## src/rtl/brk_pkg.sv

```systemverilog
package brk_pkg;
  localparam int unsigned OP_W   = 8;
  localparam int unsigned ADDR_W = 16;
  localparam logic [OP_W-1:0]   SWI_OPCODE  = 8'h83;
  localparam logic [ADDR_W-1:0] VEC_NORMAL  = 16'hFFFC;
  localparam logic [ADDR_W-1:0] VEC_MONITOR = 16'hFEFC;
endpackage

```

## src/rtl/brk_pend.sv

```systemverilog
module brk_pend (
  input  logic clk_i,
  input  logic rst_ni,
  input  logic match_i,
  input  logic active_i,
  input  logic take_i,
  output logic pend_o
);
  logic pend_q;

  always_ff @(posedge clk_i or negedge rst_ni) begin
    if (!rst_ni)                            pend_q <= 1'b0;
    else if (take_i)                        pend_q <= 1'b0;
    else if (match_i && !active_i)          pend_q <= 1'b1;
  end

  assign pend_o = pend_q;
endmodule

```

## src/rtl/brk_inject.sv

```systemverilog
module brk_inject #(
  parameter int unsigned          OP_W    = 8,
  parameter int unsigned          ADDR_W  = 16,
  parameter logic [OP_W-1:0]      OPCODE  = 8'h83,
  parameter logic [ADDR_W-1:0]    VEC_NRM = 16'hFFFC,
  parameter logic [ADDR_W-1:0]    VEC_MON = 16'hFEFC
) (
  input  logic              clk_i,
  input  logic              rst_ni,
  input  logic              take_i,
  input  logic              monitor_i,
  output logic              ir_load_o,
  output logic [OP_W-1:0]   ir_val_o,
  output logic              pc_load_o,
  output logic [ADDR_W-1:0] pc_val_o
);
  logic              load_q;
  logic [ADDR_W-1:0] vec_q;

  always_ff @(posedge clk_i or negedge rst_ni) begin
    if (!rst_ni) begin
      load_q <= 1'b0;
      vec_q  <= '0;
    end else begin
      load_q <= take_i;
      vec_q  <= take_i ? (monitor_i ? VEC_MON : VEC_NRM) : '0;
    end
  end

  assign ir_load_o = load_q;
  assign pc_load_o = load_q;
  assign ir_val_o  = load_q ? OPCODE : '0;
  assign pc_val_o  = vec_q;
endmodule

```

## src/rtl/brk_track.sv

```systemverilog
module brk_track (
  input  logic clk_i,
  input  logic rst_ni,
  input  logic take_i,
  input  logic rti_done_i,
  input  logic req_clear_i,
  output logic active_o,
  output logic exit_o
);
  logic active_q, exit_q, leave;

  assign leave = active_q && rti_done_i && req_clear_i;

  always_ff @(posedge clk_i or negedge rst_ni) begin
    if (!rst_ni) begin
      active_q <= 1'b0;
      exit_q   <= 1'b0;
    end else begin
      exit_q <= leave;
      if (take_i)     active_q <= 1'b1;
      else if (leave) active_q <= 1'b0;
    end
  end

  assign active_o = active_q;
  assign exit_o   = exit_q;
endmodule

```

## src/rtl/brk_entry_seq.sv

```systemverilog
module brk_entry_seq
  import brk_pkg::*;
(
  input  logic              clk_i,
  input  logic              rst_ni,
  input  logic              match_i,
  input  logic              insn_last_i,
  input  logic              monitor_i,
  input  logic              rti_done_i,
  input  logic              req_clear_i,
  output logic              ir_load_o,
  output logic [OP_W-1:0]   ir_val_o,
  output logic              pc_load_o,
  output logic [ADDR_W-1:0] pc_val_o,
  output logic              brk_active_o,
  output logic              brk_exit_o
);
  logic pend, active, take;

  // take on the boundary; same-cycle match bypasses the latch
  assign take = (pend || match_i) && insn_last_i && !active;

  brk_pend u_pend (
    .clk_i    (clk_i),
    .rst_ni   (rst_ni),
    .match_i  (match_i),
    .active_i (active),
    .take_i   (take),
    .pend_o   (pend)
  );

  brk_inject #(
    .OP_W    (OP_W),
    .ADDR_W  (ADDR_W),
    .OPCODE  (SWI_OPCODE),
    .VEC_NRM (VEC_NORMAL),
    .VEC_MON (VEC_MONITOR)
  ) u_inject (
    .clk_i     (clk_i),
    .rst_ni    (rst_ni),
    .take_i    (take),
    .monitor_i (monitor_i),
    .ir_load_o (ir_load_o),
    .ir_val_o  (ir_val_o),
    .pc_load_o (pc_load_o),
    .pc_val_o  (pc_val_o)
  );

  brk_track u_track (
    .clk_i       (clk_i),
    .rst_ni      (rst_ni),
    .take_i      (take),
    .rti_done_i  (rti_done_i),
    .req_clear_i (req_clear_i),
    .active_o    (active),
    .exit_o      (brk_exit_o)
  );

  assign brk_active_o = active;
endmodule

```

## config.mk

```make
export PLATFORM = sky130hd
export DESIGN_NAME = brk_entry_seq
export DESIGN_NICKNAME = d
export VERILOG_FILES = /design/src/rtl/brk_pkg.sv /design/src/rtl/brk_pend.sv /design/src/rtl/brk_inject.sv /design/src/rtl/brk_track.sv /design/src/rtl/brk_entry_seq.sv
export SDC_FILE = /design/constraint.sdc
export NUM_CORES = 1
export LEC_CHECK = 0
export ABC_AREA = 1
export CAP_MARGIN = 0
export CORE_AREA = 2 2 39 41
export CTS_CLUSTER_SIZE = 40
export DETAILED_ROUTE_END_ITERATION = 16
export DIE_AREA = 0 0 41 43
export HOLD_SLACK_MARGIN = 0.02
export PLACE_DENSITY = 0.75
export SETUP_SLACK_MARGIN = 0.05
export SLEW_MARGIN = 10
export SYNTH_ARGS = -nofsm -noshare
export SYNTH_HDL_FRONTEND = slang
export SYNTH_SLANG_ARGS = --single-unit
```

## constraint.sdc

```tcl
create_clock -name clk_i -period 1 [get_ports clk_i]
set_input_delay 0.2 -clock clk_i [delete_from_list [all_inputs] [get_ports clk_i]]
set_output_delay 0.2 -clock clk_i [all_outputs]
set_load 0.02 [all_outputs]
```

==> impl_results.md <==
- Status: finished, violations left
- Violated checks: setup timing
- Crit path required time: roughly 0.80 ns
- RSZ-0062 raised after global routing: yes
- Kind of critical path: register to output pin
- Final Critical Period: 1.17 ns
- Vias per cell: ~3.8
- CTS tree: built
- Clock sinks: 5
- DRT iter0 DRCs: 0
- Drc violations: 0
- Synth Area in Compound Gates: 0%
- CP max-delay cell: dfrtp_2
- Synth warn: 0
- Max cap viols: 0
- Final setup viols: 18
- Synth unique cells: 8
- Clk buf depth: 2
- Antenna diode count: 0
- Fin worst setup slack: -0.166 ns
- R2R depth: 4
- Core Region: around 1400 µm²
- Synth cell count leaders: buf_4 (24), nand2_1 (7), dfrtp_1 (5)
- Adder-Cell Fraction of Synth Area: 0%
- Largest net degree at the start of global routing: 8
- Cells after Synth: between 40 and 50
- Detail Route Antenna Nets: 0
- Buf/Inv on CP: 2
- Vias: ~310
- Count leader, synth: buf_4
- Critical path depth: 2
- Final period utilization: 117%
- Fmax: about 860 MHz
- Final nets: 72
- CTS H-tree lvls: 1
- Placed insts: 73
- Total CTS buffers: 3
- Simple-gate share of the synthesized area: roughly an eighth
- Clock Latency Late Sink: ~0.24 ns
- Total track usage: under 10%
- Synth Register Bits: 5
- Startpoint Class: register
- Vias in the first global route: between 200 and 250
- Die Wd: between 40 and 50 µm
- FP Rows: 14
- GR Overflow Total: 0
- Post-synth top area cell: buf_4
- Ys flop type: dfrtp_1
- Final Skew: about 0.0014 ns
- Post-Synth XOR/XNOR Area: 0%
- Clock root cell: clkbuf_4
- Worst min path class: input port to async pin
- Crit-path max cell delay: between 0.4 and 0.5 ns
- Core Util, Final: a little over two fifths
- Max VDD drop: ~0.79 mV
- TNS Setup: -2.56 ns
- Critical path peak fanout: 7
- Layout area overhead: 54.0%
- Tot Pwr: 0.00151 W
- Dpl cell area: between 500 and 600 µm²
- Initial antenna violation count: 0
- Gpl congestion: roughly 0.58
- Fraction of registers with async set/reset: 100%
- Mux contribution to synthesized area: 0%
- Layout cells sized above 1: around half
- Pre-Repair DR Iteration Count: 1
- Pwr dens: about 2600 nW/µm²
- Post-synth top area share: a little under half
- Post-synth EDFFs: 0
- Global-route wire length before repair: 1040 µm
- CP dominant cell by count: buf_6
- IO Count: 35
- Die Height: 43 µm
- Wire length per cell: slightly above 8 µm
- IO Port Bufs: 27
- WL final: ~670 µm
- Syn Area/Cell: about 8 µm²
- Crit path capture type: output pin
- Leakage Power: approximately 0.33 nW
- Crit-path cells: buf_6, buf_6
- Largest cells by area after synthesis: buf_4 (48%), dfrtp_1 (33%), nand2_1 (7.0%), inv_1 (4.0%), nor2_1 (4.0%)
- Initial core utilization: a little over a quarter
- CP arrival: between 0.9 and 1 ns
- Area of the die: around 1800 µm²
- Register area share after synthesis: between 30% and 40%
- Crit path max-delay family: flip-flops
- # hold bufs at CTS: 0
- HPWL after detailed placement: ~480 µm
- Final Hold Viols: 0
- Final std cells w/o fill: 80
- Design Area, Final: between 500 and 600 µm²
- Reg clk slew, reported paths: around 0.040 ns
- Mapped cell area: roughly 380 µm²
- Largest family of logic cells by synthesized area: buffers and inverters
- Slew Viols, Final: 0
[layout make-up]
cell class	count	area [µm²]
Timing Repair Buffer	31	313
Inverter	5	18.8
Fill cell	151	806
Sequential cell	5	126
Tap cell	16	20.0
Multi-Input combinational cell	19	73.8
Clock buffer	4	26.3
[routing by layer]
metal	share of wire [%]	up-vias	GRT usage, %
li1	-	141	-
met5	0	-	0
met4	4.5	0	10.0
met1	26	136	8.85
met3	12	4	2.09
met2	57	24	15.0
[stage by stage]
| step | hold slack, ns | setup slack [ns] |
|---|---|---|
| final | 0.185 | -0.166 |
| after global routing | 0.198 | -0.212 |
| after CTS | 0.189 | -0.179 |
| after detailed placement | 0.440 | -0.373 |
| after global placement | 0.438 | -0.354 |
| after floorplan | -0.0956 | 0.0694 |
[what timing repair did]
action                     4_1_cts  5_1_grt
setup buffers                    2        0
resized for setup              121        4
gates cloned                     1        0
setup endpoints to repair       21       21
[state kept, by name, indices dropped and copies added, names as in the netlist]
name,count
u_inject.pc_val_o,2
u_pend.pend_o,1
u_track.exit_o,1
u_track.active_o,1
[cell usage in the layout, fill, tap and decap left out]
cell type        instances
nor2_2                   1
inv_2                    1
nor2_1                   4
conb_1                   7
clkbuf_4                 3
clkdlybuf4s50_1          6
dfrtp_2                  1
buf_2                    4
dfrtp_1                  4
buf_6                   20
clkbuf_1                 1
buf_4                    1
nand2_1                  7
inv_1                    4
[worst register-to-register path, cell delays in order (launching register included)]
cell and delay, ns:
dfrtp_1 0.39, buf_4 0.15, nor2_1 0.09, nand2_1 0.09, nor2_2 0.08
[report_power, final]
| part | total, W | leakage, nW | switching, W | internal [W] |
|---|---|---|---|---|
| registers | 0.000314 | 0.0632 | 0.0000503 | 0.000264 |
| logic | 0.000968 | 0.251 | 0.000506 | 0.000462 |
| clock network | 0.000229 | 0.0150 | 0.0000782 | 0.000151 |
[logic make-up (layout without fill, tap and decap cells)]
kind of cell,after synthesis,in the layout
simple gates,12,12
flops,5,5
buf+inv,29,40
other cells,1,7
[path summary, 6_finish.rpt]
path / startpoint / endpoint / slack (ns)
max in group asynchronous: rst_ni / u_inject.pc_val_o[14] / 0.61
min reg2reg: u_pend.pend_o / u_pend.pend_o / 0.52
max: u_inject.pc_val_o[14] / ir_load_o / -0.17
max reg2reg: u_track.active_o / u_inject.pc_val_o[8] / 0.13
min in group clk_i: monitor_i / u_inject.pc_val_o[8] / 0.50
min: rst_ni / u_track.active_o / 0.18
No activity file was read; power rests on OpenSTA's default activity.
